<file path="config.mk">
export PLATFORM = sky130hd
export DESIGN_NAME = vec_prio_core
export DESIGN_NICKNAME = d
export VERILOG_FILES = /design/src/rtl/vpc_pkg.sv /design/src/rtl/vpc_hi_find.sv /design/src/rtl/vpc_arbiter.sv /design/src/rtl/vpc_vec_bank.sv /design/src/rtl/vec_prio_core.sv
export SDC_FILE = /design/constraint.sdc
export NUM_CORES = 2
export LEC_CHECK = 0
export CAP_MARGIN = 30
export CELL_PAD_IN_SITES_DETAIL_PLACEMENT = 2
export CELL_PAD_IN_SITES_GLOBAL_PLACEMENT = 2
export CORE_ASPECT_RATIO = 0.7
export CORE_MARGIN = 10
export CORE_UTILIZATION = 41
export DETAILED_ROUTE_END_ITERATION = 10
export GPL_TIMING_DRIVEN = 0
export PLACE_DENSITY_LB_ADDON = 0.1
export SLEW_MARGIN = 5
export SYNTH_ARGS = -nofsm -noshare
export SYNTH_HDL_FRONTEND = slang
export SYNTH_SLANG_ARGS = --single-unit
export TNS_END_PERCENT = 5
</file>
<file path="constraint.sdc">
create_clock -name clk -period 8.8 [get_ports clk]
set_input_delay 1.76 -clock clk [delete_from_list [all_inputs] [get_ports clk]]
set_output_delay 1.76 -clock clk [all_outputs]
set_load 0.02 [all_outputs]
</file>
<file path="src/rtl/vpc_pkg.sv">
package vpc_pkg;
   localparam int CTL_W       = 10;
   localparam int CTL_EN_BIT  = 8;
   localparam int CTL_SUP_BIT = 9;

   typedef enum logic [1:0] {
      ACK_TAKEN = 2'd0,
      ACK_SPUR  = 2'd1,
      ACK_EMPTY = 2'd2
   } ack_kind_e;
endpackage

</file>
<file path="src/rtl/vpc_hi_find.sv">
module vpc_hi_find #(
   parameter int WIDTH     = 256,
   parameter int GRP       = 32,
   parameter bit TWO_LEVEL = 1'b1
) (
   input  logic [WIDTH-1:0]         bits,
   output logic                     found,
   output logic [$clog2(WIDTH)-1:0] idx
);
   localparam int IDX_W = $clog2(WIDTH);
   localparam int NGRP  = WIDTH / GRP;
   localparam int SUB_W = $clog2(GRP);

   if (WIDTH < 2 || (1 << IDX_W) != WIDTH) begin : g_bad_width
      $error("vpc_hi_find: WIDTH must be a power of two");
   end

   if (TWO_LEVEL) begin : g_two
      if (GRP < 2 || WIDTH % GRP != 0) begin : g_bad_grp
         $error("vpc_hi_find: GRP must divide WIDTH and be at least 2");
      end

      logic [NGRP-1:0]       grp_any;
      logic [NGRP*SUB_W-1:0] grp_sub;

      for (genvar g = 0; g < NGRP; g++) begin : g_grp
         logic [GRP-1:0]   slice;
         logic [SUB_W-1:0] sub;
         assign slice = bits[g*GRP +: GRP];
         always_comb begin
            sub = '0;
            for (int b = 0; b < GRP; b++) begin
               if (slice[b]) sub = SUB_W'(b);
            end
         end
         assign grp_any[g]                 = |slice;
         assign grp_sub[g*SUB_W +: SUB_W]  = sub;
      end

      always_comb begin
         found = 1'b0;
         idx   = '0;
         for (int g = 0; g < NGRP; g++) begin
            if (grp_any[g]) begin
               found = 1'b1;
               idx   = IDX_W'(g*GRP) + IDX_W'(grp_sub[g*SUB_W +: SUB_W]);
            end
         end
      end
   end else begin : g_flat
      always_comb begin
         found = 1'b0;
         idx   = '0;
         for (int b = 0; b < WIDTH; b++) begin
            if (bits[b]) begin
               found = 1'b1;
               idx   = IDX_W'(b);
            end
         end
      end
   end
endmodule

</file>
<file path="src/rtl/vpc_arbiter.sv">
module vpc_arbiter #(
   parameter int VEC_W = 8,
   parameter int CLS_W = 4
) (
   input  logic             pend_found,
   input  logic [VEC_W-1:0] pend_vec,
   input  logic             svc_found,
   input  logic [VEC_W-1:0] svc_vec,
   input  logic [VEC_W-1:0] task_pri,
   output logic [VEC_W-1:0] proc_pri,
   output logic             deliver
);
   localparam int LO_W = VEC_W - CLS_W;

   if (CLS_W < 1 || CLS_W > VEC_W) begin : g_bad_cls
      $error("vpc_arbiter: CLS_W must be in 1..VEC_W");
   end

   logic [CLS_W-1:0] svc_cls;
   logic [CLS_W-1:0] task_cls;
   logic [CLS_W-1:0] pend_cls;
   logic             masked;

   assign svc_cls  = svc_found ? svc_vec[VEC_W-1 -: CLS_W] : '0;
   assign task_cls = task_pri[VEC_W-1 -: CLS_W];
   assign pend_cls = pend_vec[VEC_W-1 -: CLS_W];

   always_comb begin
      if (task_cls >= svc_cls) proc_pri = task_pri;
      else                     proc_pri = VEC_W'(svc_cls) << LO_W;
   end

   assign masked  = (proc_pri != '0) && (pend_cls <= proc_pri[VEC_W-1 -: CLS_W]);
   assign deliver = pend_found && !masked;
endmodule

</file>
<file path="src/rtl/vpc_vec_bank.sv">
module vpc_vec_bank #(
   parameter int VEC_W = 8
) (
   input  logic                  clk,
   input  logic                  rst_n,
   input  logic                  req_valid,
   input  logic [VEC_W-1:0]      req_vec,
   input  logic                  req_level,
   input  logic                  take_en,
   input  logic [VEC_W-1:0]      take_vec,
   input  logic                  retire_en,
   input  logic [VEC_W-1:0]      retire_vec,
   output logic [(1<<VEC_W)-1:0] pend,
   output logic [(1<<VEC_W)-1:0] svc,
   output logic [(1<<VEC_W)-1:0] trig
);
   localparam int NV = 1 << VEC_W;

   logic [NV-1:0] req_mask, take_mask, retire_mask;
   logic [NV-1:0] pend_d, svc_d, trig_d;

   for (genvar i = 0; i < NV; i++) begin : g_dec
      assign req_mask[i]    = req_valid && (req_vec    == VEC_W'(i));
      assign take_mask[i]   = take_en   && (take_vec   == VEC_W'(i));
      assign retire_mask[i] = retire_en && (retire_vec == VEC_W'(i));
   end

   always_comb begin
      pend_d = (pend & ~take_mask) | req_mask;
      svc_d  = (svc & ~retire_mask) | take_mask;
      trig_d = req_level ? (trig | req_mask) : (trig & ~req_mask);
   end

   always_ff @(posedge clk) begin
      if (!rst_n) begin
         pend <= '0;
         svc  <= '0;
         trig <= '0;
      end else begin
         pend <= pend_d;
         svc  <= svc_d;
         trig <= trig_d;
      end
   end
endmodule

</file>
<file path="src/rtl/vec_prio_core.sv">
module vec_prio_core #(
   parameter int VEC_W     = 8,
   parameter int CLS_W     = 4,
   parameter int GRP       = 32,
   parameter bit TWO_LEVEL = 1'b1
) (
   input  logic             clk,
   input  logic             rst_n,
   input  logic             req_valid,
   input  logic [VEC_W-1:0] req_vec,
   input  logic             req_level,
   input  logic             ack_req,
   input  logic             eoi_req,
   input  logic             tpr_we,
   input  logic [VEC_W-1:0] tpr_wdata,
   input  logic             ctl_we,
   input  logic [VEC_W+1:0] ctl_wdata,
   output logic             irq,
   output logic             ack_done,
   output logic [VEC_W-1:0] ack_vec,
   output logic             ack_spurious,
   output logic             ack_none,
   output logic             eoi_bcast,
   output logic [VEC_W-1:0] eoi_bcast_vec,
   output logic [VEC_W-1:0] ppr
);
   import vpc_pkg::*;

   localparam int NV = 1 << VEC_W;

   if (VEC_W != CTL_EN_BIT) begin : g_bad_ctl
      $error("vec_prio_core: control word layout assumes VEC_W == 8");
   end

   logic [NV-1:0]      pend, svc, trig;
   logic               pend_found, svc_found;
   logic [VEC_W-1:0]   pend_idx, svc_idx;
   logic [VEC_W-1:0]   tpr_q;
   logic [CTL_W-1:0]   ctl_q;
   logic               sw_en, deliver;
   logic               take_en, retire_en, bcast_d;
   ack_kind_e          kind_d, kind_q;
   logic [VEC_W-1:0]   ack_vec_d;
   logic               irq_q, ack_done_q, bcast_q;
   logic [VEC_W-1:0]   ack_vec_q, bcast_vec_q;

   vpc_vec_bank #(.VEC_W(VEC_W)) u_bank (
      .clk        (clk),
      .rst_n      (rst_n),
      .req_valid  (req_valid),
      .req_vec    (req_vec),
      .req_level  (req_level),
      .take_en    (take_en),
      .take_vec   (pend_idx),
      .retire_en  (retire_en),
      .retire_vec (svc_idx),
      .pend       (pend),
      .svc        (svc),
      .trig       (trig)
   );

   vpc_hi_find #(.WIDTH(NV), .GRP(GRP), .TWO_LEVEL(TWO_LEVEL)) u_find_pend (
      .bits  (pend),
      .found (pend_found),
      .idx   (pend_idx)
   );

   vpc_hi_find #(.WIDTH(NV), .GRP(GRP), .TWO_LEVEL(TWO_LEVEL)) u_find_svc (
      .bits  (svc),
      .found (svc_found),
      .idx   (svc_idx)
   );

   vpc_arbiter #(.VEC_W(VEC_W), .CLS_W(CLS_W)) u_arb (
      .pend_found (pend_found),
      .pend_vec   (pend_idx),
      .svc_found  (svc_found),
      .svc_vec    (svc_idx),
      .task_pri   (tpr_q),
      .proc_pri   (ppr),
      .deliver    (deliver)
   );

   assign sw_en     = ctl_q[CTL_EN_BIT];
   assign take_en   = ack_req && sw_en && deliver;
   assign retire_en = eoi_req && svc_found;
   assign bcast_d   = retire_en && trig[svc_idx] && !ctl_q[CTL_SUP_BIT];

   always_comb begin
      if (!sw_en || !pend_found) begin
         kind_d    = ACK_EMPTY;
         ack_vec_d = '0;
      end else if (deliver) begin
         kind_d    = ACK_TAKEN;
         ack_vec_d = pend_idx;
      end else begin
         kind_d    = ACK_SPUR;
         ack_vec_d = ctl_q[VEC_W-1:0];
      end
   end

   always_ff @(posedge clk) begin
      if (!rst_n) begin
         tpr_q       <= '0;
         ctl_q       <= '0;
         irq_q       <= 1'b0;
         ack_done_q  <= 1'b0;
         kind_q      <= ACK_EMPTY;
         ack_vec_q   <= '0;
         bcast_q     <= 1'b0;
         bcast_vec_q <= '0;
      end else begin
         if (tpr_we) tpr_q <= tpr_wdata;
         if (ctl_we) ctl_q <= ctl_wdata;
         irq_q      <= sw_en && deliver;
         ack_done_q <= ack_req;
         if (ack_req) begin
            kind_q    <= kind_d;
            ack_vec_q <= ack_vec_d;
         end
         bcast_q     <= bcast_d;
         bcast_vec_q <= bcast_d ? svc_idx : '0;
      end
   end

   assign irq           = irq_q;
   assign ack_done      = ack_done_q;
   assign ack_vec       = ack_done_q ? ack_vec_q : '0;
   assign ack_spurious  = ack_done_q && (kind_q == ACK_SPUR);
   assign ack_none      = ack_done_q && (kind_q == ACK_EMPTY);
   assign eoi_bcast     = bcast_q;
   assign eoi_bcast_vec = bcast_vec_q;
endmodule

</file>
======== After elaboration in Yosys (flattened, before gate mapping) ========
Index checks and enable logic that the tools add are counted.
operators by class
  add/sub/neg operators ................... 14
  magnitude comparators ................... 3
  equal/unequal tests ..................... 767
  multiplexer cells ....................... 538
  bitwise operators ....................... 9
  reductions and logical operators ........ 804
operators with widths
  cell                 number
  $eq 8x8->1 const B   384
  $eq 8x7->1 const B   192
  $mux 5               258
  $logic_and 1x1->1    778
  $and 256x256->256    3
  $eq 8x6->1 const B   96
  $not 256->256        3
  $or 256x256->256     3
  $mux 4               129
  $reduce_or 32->1     16
  $eq 8x5->1 const B   48
  $mux 256             1
  $eq 8x4->1 const B   24
  $mux 3               64
  $mux 8               18
  $eq 8x3->1 const B   12
  $mux 2               33
  $eq 8x2->1 const B   6
  $mux 1               34
  $add 7x5->8 const A  4
  $add 8x5->8 const A  4
  $eq 8x1->1 const B   3
  $logic_not 8->1      3
  $add 7x6->8 const A  2
  12 further kinds     17
word-level totals
  register bits ........................... 807
  input bits .............................. 34
  output and inout port bits .............. 29
  logic and storage cells ................. 2146

======== Depth between registers and ports, before layout ========
  depth after elaboration ................. 51
  gate-level depth with buffers ........... 29
  depth with buffers taken out ............ 27

======== By module ========
From an unflattened synthesis, not the netlist that was laid out.
unflattened totals
  cells, all modules ...................... 4764
  area total of the unflattened synthesis .. 42067.8 um^2
by module, submodules not included
  module         times used  cells an instance  area each (um^2)  seq. area each (um^2)
  vpc_vec_bank   1           3305               31554.0           15374.7
  vpc_hi_find    2           540                3101.7            0.0
  vec_prio_core  1           330                3955.0            780.7
  vpc_arbiter    1           49                 355.3             0.0

======== Worst setup path before layout ========
OpenSTA, ideal clock, no wires.
  path kind ............................... register to register
  start ................................... register u_bank.svc[79]
  end ..................................... register u_bank.pend[40]
  setup time .............................. 0.138 ns
  data arrival time ....................... 5.690 ns
  required time ........................... 8.662 ns
  setup slack ............................. 2.972 ns
  stages on the path, launching flop included .. 28
  buffers on the path ..................... 3
  period minus slack after synthesis ...... 5.828 ns
  cells stage by stage .................... dfxtp_1 nor4_1 nand4_1 o21ba_2 o21a_1 o31a_1 o21ai_0 ha_1 nand2b_1 a21o_1 a21o_1 a21oi_1 nor2_1 a21oi_1 inv_1 ha_1 nor2b_1 o21ai_0 nand2b_1 a21oi_1 a41o_1 o31ai_1 nand2b_1 clkbuf_1 clkbuf_1 nor3_1 clkbuf_1 a31oi_1
on the way
  cells in the longest elaborated chain, start to end .. 36
  elaborated cells between the ends (all ways) .. 44
  those cells by class .................... 1 x add/sub; 2 x order compare; 31 x mux; 3 x bitwise; 7 x reduce/logical
RTL lines
  element                                          line                 source
  from (decl)                                      vpc_vec_bank.sv:14   output logic [(1<<VEC_W)-1:0] svc,
  from (signal assigned)                           vpc_vec_bank.sv:41   svc <= svc_d;
  $mux 4                                           vpc_hi_find.sv:33    if (slice[b]) sub = SUB_W'(b);
  $mux 5 (16 in series)                            vpc_hi_find.sv:33
  $add 7x5->8                                      vpc_hi_find.sv:46    idx = IDX_W'(g*GRP) + IDX_W'(grp_sub[g*SUB_W +: SUB_W]);
  $mux 8 (6 in series)                             vpc_hi_find.sv:44    if (grp_any[g]) begin
  $mux 4 *                                         vpc_arbiter.sv:24    assign svc_cls = svc_found ? svc_vec[VEC_W-1 -: CLS_W] : '0;
  $ge 4x4->1                                       vpc_arbiter.sv:29    if (task_cls >= svc_cls) proc_pri = task_pri;
  $mux 8 *                                         vpc_arbiter.sv:29
  net ppr[5]                                       vec_prio_core.sv:25  output logic [VEC_W-1:0] ppr
  $le 4x4->1 or $reduce_bool 8->1 (tied branches)  vpc_arbiter.sv:33    assign masked = (proc_pri != '0) && (pend_cls <= proc_pri[VEC_W-1 -: CLS_W]);
  $logic_and 1x1->1 *                              vpc_arbiter.sv:33
  $logic_not 1->1 *                                vpc_arbiter.sv:34    assign deliver = pend_found && !masked;
  $logic_and 1x1->1 *                              vpc_arbiter.sv:34
  $logic_and 1x1->1 *                              vec_prio_core.sv:85  assign take_en = ack_req && sw_en && deliver;
  $logic_and 1x1->1 *                              vpc_vec_bank.sv:24   assign take_mask[i] = take_en && (take_vec == VEC_W'(i));
  $not 256->256 *                                  vpc_vec_bank.sv:29   pend_d = (pend & ~take_mask) | req_mask;
  $and 256x256->256 *                              vpc_vec_bank.sv:29
  $or 256x256->256 *                               vpc_vec_bank.sv:29
  to (signal assigned)                             vpc_vec_bank.sv:40   pend <= pend_d;
  to (decl)                                        vpc_vec_bank.sv:13   output logic [(1<<VEC_W)-1:0] pend,
The timed path passes the listed nets; every way through them passes the cells marked *.
A chain may end at the register's enable or synchronous reset.

======== Final worst setup path ========
  start ................................... register u_bank.pend[101]
  end ..................................... register u_bank.svc[249]
on the way
  cells in the longest elaborated chain, start to end .. 40
  elaborated cells between the ends (all ways) .. 47
  those cells by class .................... 1 x add/sub; 1 x order compare; 1 x eq/ne; 37 x mux; 1 x bitwise; 6 x reduce/logical
RTL lines
  element                line                 source
  $mux 3 (3 in series)   vpc_hi_find.sv:33
  $mux 4 (8 in series)   vpc_hi_find.sv:33
  $mux 5 (16 in series)  vpc_hi_find.sv:33
  $add 7x5->8            vpc_hi_find.sv:46
  $mux 8 (5 in series)   vpc_hi_find.sv:44
  $le 4x4->1             vpc_arbiter.sv:33
  $logic_and 1x1->1      vpc_arbiter.sv:33
  $logic_not 1->1        vpc_arbiter.sv:34
  $logic_and 1x1->1      vpc_arbiter.sv:34
  $logic_and 1x1->1      vec_prio_core.sv:85
  $logic_and 1x1->1 *    vpc_vec_bank.sv:24
  $or 256x256->256 *     vpc_vec_bank.sv:30   svc_d = (svc & ~retire_mask) | take_mask;
Every way passes the cells marked *; elsewhere a longest branch is shown, timed or not.

==> run_results.csv <==
group,metric,value,unit
run_status,outcome,"finished clean",
logic_synthesis,ys_warn_count,0,
logic_synthesis,netlist_instances,5160,
logic_synthesis,synth_edf_count,0,
timing,slew_headroom,25.6,%
timing,tns,0,ps
timing,worstMarginPinSlew,1120,ps
finish,num-fill-cells,11037,
setup_path,worstSetupPathType,"flop to flop",
finish,regArea,16200,um2
logic_synthesis,post-synth-top-count-cell,"dfxtp_1",
pwr,power.density,188,nW/um2
pwr,peakVddDrop,0.136,mV
placement,dpl.hpwl,184000,um
timing,setup_violations,0,
logic_synthesis,synth-xor-area-share,0,%
clocking,root_buffer,"clkbuf_16",
floorplanning,rows,96,
placement,place_ws,-92.0,ps
route,vias_per_cell,7.05,
clocking,postCtsSetupRepairBufs,0,
logic_synthesis,synth_top_area_share,39.5,%
floorplanning,dieArea,113000,um2
min_path,worstHoldPathCells,2,
logic_synthesis,synth.distinct_cells,84,
grt,antenna_found_initial,27,
floorplanning,io_pins,63,
pwr,leakage,17.2,nW
logic_synthesis,synthMuxAreaShare,7.69,%
timing,fin_crit_sh,98.9,%
finish,area.growth.synth_to_final,16.0,%
finish,multiInputGateArea,23000,um2
clocking,clock_latency,720,ps
logic_synthesis,yosysTopAreaCell,"dfxtp_1",
logic_synthesis,synth_simple_gate_area_share,22.6,%
setup_path,r2r_cells,22,
route,ant_nets,0,
logic_synthesis,synthTopCellsByArea,"dfxtp_1 39%, mux2i_1 7.4%, o21ai_0 7.2%",
clocking,clk_path_buf_depth,3,
floorplanning,coreArea,98500,um2
floorplanning,die_width,398,um
route,drtPass1Iterations,6,
placement,routabilityCongestion,1.04,
run,maxCapViolCount,0,
grt,grt_max_degree,14,
logic_synthesis,synthAdderAreaFrac,0.245,%
route,drt_iter0_markers,7100,
setup_path,rrSetupSlack,100,ps
clocking,path_clk_slew,70,ps
logic_synthesis,syn_nets,5202,
grt,grt_pass1_vias,47987,
logic_synthesis,syn-cell-area,40900,um2
logic_synthesis,ys_ff_latch,807,
finish,drive_above_1_share,6.73,%
floorplanning,dieHeight,284,um
logic_synthesis,ys.flop_type,"dfxtp_1",
logic_synthesis,synth_common_cells,"807 x dfxtp_1, 592 x o21ai_0, 587 x nand2_1",
timing,finalCriticalPeriod,8700,ps
setup_path,setup.worst_path.end_class,"flop",
logic_synthesis,synth_compound_gate_area_share,25.5,%
grt,grt_use_total,42.7,%
timing,drv_slew,0,
floorplanning,initial_utilization,41.5,%
setup_path,start_kind,"flop",
clocking,cts_tree,"done",
timing,fmax,115,MHz
logic_synthesis,synth-seq-area-share,39.5,%
timing,fin_ws,101,ps
timing,final_hold_viol_count,0,
setup_path,cp.required,9430,ps
finish,final_nets,5443,
clocking,clock_sink_count,807,
route,drc,0,
grt,grt_overflow_total,0,
finish,postLayoutCoreUtil,48.2,%
clocking,cts_buffers,85,
min_path,hold_class,"flop to flop",
placement,io_buffers,58,
timing,rsz0062_at_grt,"no",
grt,grt_pass1_wl,357000,um
timing,finClkSkew,31.1,ps
pwr,power.total,0.00893,W
setup_path,arrival,9320,ps
route,num_vias,47969,
logic_synthesis,avgSynthCellArea,7.93,um2
logic_synthesis,async_reset_ff_share,0,%
logic_synthesis,synth_top_family_by_area,"compound AO/OA/AOI/OAI gates",
route,wire_per_inst,37.5,um
timing,whs,493,ps
route,routed_wl,255000,um
clocking,cts_htree_levels,3,
setup_path,worstPathMaxFanout,10,
==> cell usage in the layout (no fill, tap or decap), types with 12 or more instances in the layout <==
cell type	instances
a2111oi_0	27
a211oi_1	47
a21boi_0	64
a21oi_1	121
a221oi_1	14
a31oi_1	248
and2_1	41
and3_1	15
buf_1	13
buf_2	24
buf_4	24
buf_6	28
buf_8	43
clkbuf_1	294
clkbuf_16	88
clkbuf_2	36
clkbuf_8	19
clkdlybuf4s50_1	58
clkinv_2	12
dfxtp_1	807
diode_2	12
inv_1	112
mux2i_1	302
nand2_1	587
nand2b_1	43
nand3_1	68
nand4_1	24
nor2_1	547
nor2b_1	273
nor3_1	101
nor4_1	134
nor4_2	13
o211ai_1	280
o21ai_0	586
o21ai_1	14
o21bai_1	28
o31a_1	14
o31ai_1	50
or3_1	13
or4_1	30
==> stage by stage <==
stage	cells	instance area (um2)
floorplan	5160	40900
global placement	6541	43200
detailed placement	6618	44200
CTS	6771	47200
global route	6790	47400
finish	6802	47400
==> final timing paths <==
kind | from | end
worst min-delay path | flop | flop
worst max-delay path | u_bank.pend[101] | u_bank.svc[249]
worst min register to register | flop | flop
worst max register to register | u_bank.pend[101] | u_bank.svc[249]
==> cell type report <==
cell class                      count  share of cell area [%]
Buffer                            353                    3.11
Sequential cell                   807                    34.1
Inverter                          113                   0.894
Clock buffer                      125                    5.34
Multi-Input combinational cell   3887                    48.6
Timing Repair Buffer              154                    3.60
Antenna cell                       12                  0.0633
Clock inverter                     28                   0.881
Tap cell                         1323                    3.49
==> cells by family after synthesis <==
family | after synthesis
simple gates | 1936
compound gates | 1630
flops | 807
buf+inv | 466
mux | 313
fa+ha+maj | 8
==> where the power goes <==
group	total [W]	internal, W	leakage, nW	switching, W
clock network	0.00404	0.00229	1.45	0.00175
logic	0.00122	0.000248	9.24	0.000974
registers	0.00367	0.00366	6.50	0.0000112
total	0.00893	0.00620	17.2	0.00273
==> routing by layer <==
| metal | GRT usage, % | wire (um) | vias to the layer above |
|---|---|---|---|
| met5 | 0.174 | 180 | - |
| met4 | 21.0 | 14200 | 26 |
| met3 | 18.2 | 38300 | 823 |
| met2 | 56.6 | 98200 | 3511 |
| met1 | 58.1 | 104000 | 24302 |
| li1 | - | - | 19307 |
==> critical path: stages (launching register included) <==
cell      delay [ps]
dfxtp_1          340
nor4_1           820
nand3_1          650
o21bai_1         620
a21oi_1          350
o21ai_0          290
a21oi_1          390
o21a_1           610
or2_1            510
inv_1            500
ha_1             370
nor2b_1          130
o21ai_0          100
nand2b_1          90
a21oi_1           70
a41o_1           200
o31ai_1          190
nor2b_1          320
buf_4            270
and2_0           550
clkbuf_1         690
nand2_1          280
o21ai_0          240
==> timing repair <==
action                                  in CTS  in global routing
resized for setup                            4                 16
endpoints found under the setup margin     178                156
hold buffers                                 0                  0
gates cloned                                 0                  0
(Power assumes the default switching activity.)
